### config.mk
export PLATFORM = sky130hd
export DESIGN_NAME = capture_event_gen
export DESIGN_NICKNAME = d
export VERILOG_FILES = /design/src/rtl/cap_pkg.sv /design/src/rtl/cap_sync.sv /design/src/rtl/cap_edge_det.sv /design/src/rtl/cap_prescaler.sv /design/src/rtl/capture_event_gen.sv
export SDC_FILE = /design/constraint.sdc
export NUM_CORES = 1
export LEC_CHECK = 0
export ABC_AREA = 1
export BUFFER_PORTS_ARGS = -buffer_cell sky130_fd_sc_hd__buf_2
export CORE_MARGIN = 2
export CORE_UTILIZATION = 30
export CTS_CLUSTER_SIZE = 8
export DETAILED_ROUTE_END_ITERATION = 7
export HOLD_SLACK_MARGIN = 0.12
export PLACE_DENSITY = 0.55
export SLEW_MARGIN = 0
export SYNTH_ARGS = -nofsm -noshare
export SYNTH_HDL_FRONTEND = slang
export SYNTH_HIERARCHICAL = 1
export SYNTH_SLANG_ARGS = --single-unit
export TNS_END_PERCENT = 5
### constraint.sdc
create_clock -name clk -period 3.7 [get_ports clk]
set_clock_uncertainty 0.1 [all_clocks]
set_input_delay 0.37 -clock clk [delete_from_list [all_inputs] [get_ports clk]]
set_output_delay 0.37 -clock clk [all_outputs]
set_load 0.005 [all_outputs]
### src/rtl/cap_pkg.sv
package cap_pkg;
  typedef enum logic [2:0] {
    CM_OFF   = 3'b000,
    CM_BOTH  = 3'b001,
    CM_FALL  = 3'b010,
    CM_RISE  = 3'b011,
    CM_DIV4  = 3'b100,
    CM_DIV16 = 3'b101,
    CM_RSV6  = 3'b110,
    CM_RSV7  = 3'b111
  } cap_mode_e;

  function automatic logic mode_is_off(input cap_mode_e m);
    return (m == CM_OFF) || (m == CM_RSV6) || (m == CM_RSV7);
  endfunction
endpackage

### src/rtl/cap_sync.sv
module cap_sync #(
  parameter int STAGES = 2
) (
  input  logic clk,
  input  logic rst,
  input  logic din,
  output logic dout
);
  logic [STAGES-1:0] chain;

  always_ff @(posedge clk) begin
    if (rst) chain <= '0;
    else     chain <= {chain[STAGES-2:0], din};
  end

  assign dout = chain[STAGES-1];
endmodule

### src/rtl/cap_edge_det.sv
module cap_edge_det (
  input  logic clk,
  input  logic rst,
  input  logic level,
  output logic rise,
  output logic fall
);
  logic prev;

  always_ff @(posedge clk) begin
    if (rst) prev <= 1'b0;
    else     prev <= level;
  end

  assign rise = level & ~prev;
  assign fall = ~level & prev;
endmodule

### src/rtl/cap_prescaler.sv
module cap_prescaler #(
  parameter int SHORT_DIV = 4,
  parameter int LONG_DIV  = 16
) (
  input  logic clk,
  input  logic rst,
  input  logic clr,
  input  logic step,
  input  logic long_sel,
  output logic hit
);
  localparam int CW = $clog2(LONG_DIV);
  localparam logic [CW-1:0] SHORT_TERM = CW'(SHORT_DIV - 1);
  localparam logic [CW-1:0] LONG_TERM  = CW'(LONG_DIV - 1);

  logic [CW-1:0] count;
  logic [CW-1:0] term;

  assign term = long_sel ? LONG_TERM : SHORT_TERM;
  assign hit  = step && (count >= term);

  always_ff @(posedge clk) begin
    if (rst || clr)  count <= '0;
    else if (hit)    count <= '0;
    else if (step)   count <= count + 1'b1;
  end
endmodule

### src/rtl/capture_event_gen.sv
module capture_event_gen
  import cap_pkg::*;
#(
  parameter int TW          = 16,
  parameter int SYNC_STAGES = 2,
  parameter int SHORT_DIV   = 4,
  parameter int LONG_DIV    = 16
) (
  input  logic          clk,
  input  logic          rst,
  input  logic          pin_async,
  input  logic [2:0]    mode,
  input  logic          tmr_sel,
  input  logic [TW-1:0] timer_a,
  input  logic [TW-1:0] timer_b,
  output logic          cap_strobe,
  output logic [TW-1:0] cap_value,
  output logic          cap_both_edge
);
  cap_mode_e m;
  logic pin_s, rise, fall, ps_step, ps_hit, off, fire;

  assign m = cap_mode_e'(mode);

  cap_sync #(.STAGES(SYNC_STAGES)) u_sync (
    .clk(clk), .rst(rst), .din(pin_async), .dout(pin_s)
  );

  cap_edge_det u_edge (
    .clk(clk), .rst(rst), .level(pin_s), .rise(rise), .fall(fall)
  );

  assign off     = mode_is_off(m);
  assign ps_step = rise && ((m == CM_DIV4) || (m == CM_DIV16));

  cap_prescaler #(.SHORT_DIV(SHORT_DIV), .LONG_DIV(LONG_DIV)) u_ps (
    .clk(clk), .rst(rst), .clr(off), .step(ps_step),
    .long_sel(m == CM_DIV16), .hit(ps_hit)
  );

  always_comb begin
    unique case (m)
      CM_BOTH:           fire = rise | fall;
      CM_FALL:           fire = fall;
      CM_RISE:           fire = rise;
      CM_DIV4, CM_DIV16: fire = ps_hit;
      default:           fire = 1'b0;
    endcase
  end

  always_ff @(posedge clk) begin
    if (rst) begin
      cap_strobe    <= 1'b0;
      cap_both_edge <= 1'b0;
      cap_value     <= '0;
    end else begin
      cap_strobe    <= fire;
      cap_both_edge <= fire && (m == CM_BOTH);
      if (fire) cap_value <= tmr_sel ? timer_a : timer_b;
    end
  end
endmodule

==> results_dict.tcl <==
set metrics [dict create \
    status "finished, final reports clean" \
    cts_sinks 25 \
    comb_power_share_pct 18.3 \
    wl_per_cell_um 8.99 \
    hold_ws_ns 0.213 \
    hold_start "pin_async" \
    ios 57 \
    synthTopCellsByArea "dfxtp_1, mux2i_1, inv_1" \
    netlist_top_cells_count "inv_1, nand2_1, dfxtp_1, nor2_1, mux2i_1" \
    port_buffers 56 \
    worstPathArrival_ns 2.34 \
    endpoint_kind "register" \
    timing.final.crit_share_pct 61.3 \
    drtIter0Drc 42 \
    max_slew_margin_pct 56.8 \
    gp_congestion 0.735 \
    tns_ns 0 \
    vdd_drop_max_uv 137 \
    cts_tree "done" \
    synthFlopType "dfxtp_1" \
    grt_pass1_vias 1245 \
    synth-seq-cells 25 \
    drive_gt1_share_pct 38.2 \
    startpoint_type "register" \
    yosysWarningCount 6 \
    die-area_um2 5660 \
    area_delta_synth_final_pct 22.5 \
    rows 25 \
    max_cap_violations 0 \
    antenna_found_initial 0 \
    path_clk_slew_ns 0.09 \
    yosysTopAreaCell "dfxtp_1" \
    synth_most_common_cell "inv_1" \
    clock.fmax_mhz 441 \
    grt_pass1_wl_um 5150 \
    clock_path_buffers 2 \
    htree_num_levels 1 \
    core_um2 4820 \
    n_antenna_cell 0 \
    synth.top_cell.area_share_pct 32.9 \
    synthesis.nets 248 \
    slew_violations 0 \
    pwr-share-clk_pct 29.2 \
    synthMuxAreaShare_pct 11.2 \
    die_w_um 75.2 \
    synth_xor_area_share_pct 1.15 \
    stdcell_count 326 \
    gr-total-overflow 0 \
    grt_max_degree 19 \
    cts_hold_buf 0 \
    drt_wl_total_um 2930 \
    hpwlAfterDp_um 2320 \
    ant_nets 0 \
    initial_core_util_pct 31.6 \
    cp_max_fo 17 \
    synth_compound_area_share_pct 0 \
    drt_first_pass_iters 3 \
    place_area_um2 1820 \
    p_int_uw 404 \
    synth_area_um2 1520 \
    tightest_slew_ns 0.643 \
    p_seq_share_pct 52.5 \
    layout.nets 302 \
    yosys.area_share.simple_pct 36.2 \
    synth_top_family_by_area "simple AND/OR/NAND/NOR gates" \
    p_switching_uw 140 \
    timing.rr.start "u_sync/chain[1]" \
    synth_fa_ha_area_share_pct 2.47 \
    clkLatencyLatePin_ns 0.27 \
    vias 1308 \
    die_h_um 75.2 \
    rsz0062_at_grt "false" \
    hold_violations 0 \
    grt_usage_pct 11.8 \
    cts_setup_buffers 0 \
    hp-class "in2reg" \
    fin_area_um2 1870 \
    cts_resized 0 \
    pre_cts_slack_ns 1.41 \
    via_per_inst 4.01 \
    cellLeakagePower_nw 1.08 \
    drc 0 \
    critPathKind "reg2reg" \
    startpoint "u_sync/chain[1]" \
    num-fill-cells 542 \
    synth-edff-count 0 \
    setup_slack_ns 1.43 \
    seq_area_frac_synth_pct 32.9 \
    synth.avg_cell_area_um2 7.39 \
    period_minus_slack_ns 2.27 \
    switching_share_pct 25.8 \
    syn_inst 206 \
    finalSetupViolCount 0 \
    clockRootBuffer "clkbuf_8" \
    power_density_nw_per_um2 292 \
    cts_inserted_buffers 3 \
    async_reset_ff_share_pct 0 \
    required_ns 3.77 \
    synth_cell_types 23 \
    dp_cells 322 \
]
-- cell type report --
type	count	area [um2]	share of cell area, %
clock buffers	4	45.0	2.41
repair buffers	56	280	15.0
inverters	48	180	9.66
multi-input cells	126	776	41.6
flip-flops and latches	25	500	26.8
well taps	67	83.8	4.49
-- registers in the layout, summed over array words and instances, names as in the netlist --
signal / count
cap_both_edge: 1
u_sync/chain: 2
u_ps/count: 4
u_edge/prev: 1
cap_value: 16
cap_strobe: 1
-- metrics by stage --
step | power, mW | utilization (%)
2_1_floorplan | 0.357 | -
3_3_place_gp | 0.393 | 37.8
3_5_place_dp | 0.394 | 37.8
4_1_cts | 0.553 | 38.7
5_1_grt | 0.574 | 38.7
6_report | 0.544 | 38.7
-- path summary, 6_finish.rpt --
path / slack (ns) / to / cells after the start
worst max-delay path: 1.43 / cap_value[14] / 13
worst min-delay path: 0.21 / u_sync/chain[0] / 3
worst max register to register: 1.43 / cap_value[14] / 13
worst min register to register: 0.31 / u_sync/chain[1] / 2
-- critical path, cell delays in order (launching register included) --
cell,delay (ns)
dfxtp_1,0.34
inv_1,0.05
nor2_1,0.09
clkinv_1,0.10
nor3_1,0.51
inv_1,0.09
nor2_1,0.12
nand2_1,0.08
inv_1,0.10
nand2_4,0.14
nand3_4,0.27
nand2_1,0.09
inv_1,0.06
nor2_1,0.04
-- layout by cell type, fill, tap and decap left out --
cell,count
nand4_1,16
nor3b_1,1
inv_1,34
nor3_2,1
nand2_1,33
nand2_4,1
ha_1,3
nor3_1,1
clkbuf_1,1
nor2_1,25
nand2_2,11
nor2_2,12
xnor2_1,2
nand2_8,1
clkinv_1,2
dfxtp_1,25
buf_2,56
clkbuf_8,3
inv_2,12
nand3_4,2
mux2i_1,17
-- layer usage --
layer	share of wire, %	vias up	GRT usage, %
li1	-	730	-
met1	49	540	15.1
met2	45	33	20.3
met3	4.5	5	2.14
met4	1.4	0	3.51
met5	0	-	0
-- cells by family after synthesis --
kind of cell,Yosys count
adders and majority gates,3
muxes,17
DFF,25
and+or+nand+nor,104
buffers and inverters,55
xor gates and xnor gates,2
-- power by group through the flow --
stage / Sequential [mW] / Clock (mW) / Combinational [mW]
2_1_floorplan: 0.293 / 0 / 0.0642
3_3_place_gp: 0.292 / 0 / 0.101
3_5_place_dp: 0.292 / 0 / 0.101
4_1_cts: 0.286 / 0.165 / 0.102
5_1_grt: 0.288 / 0.173 / 0.113
6_report: 0.286 / 0.159 / 0.0993
No activity file was read; power rests on OpenSTA's default activity.
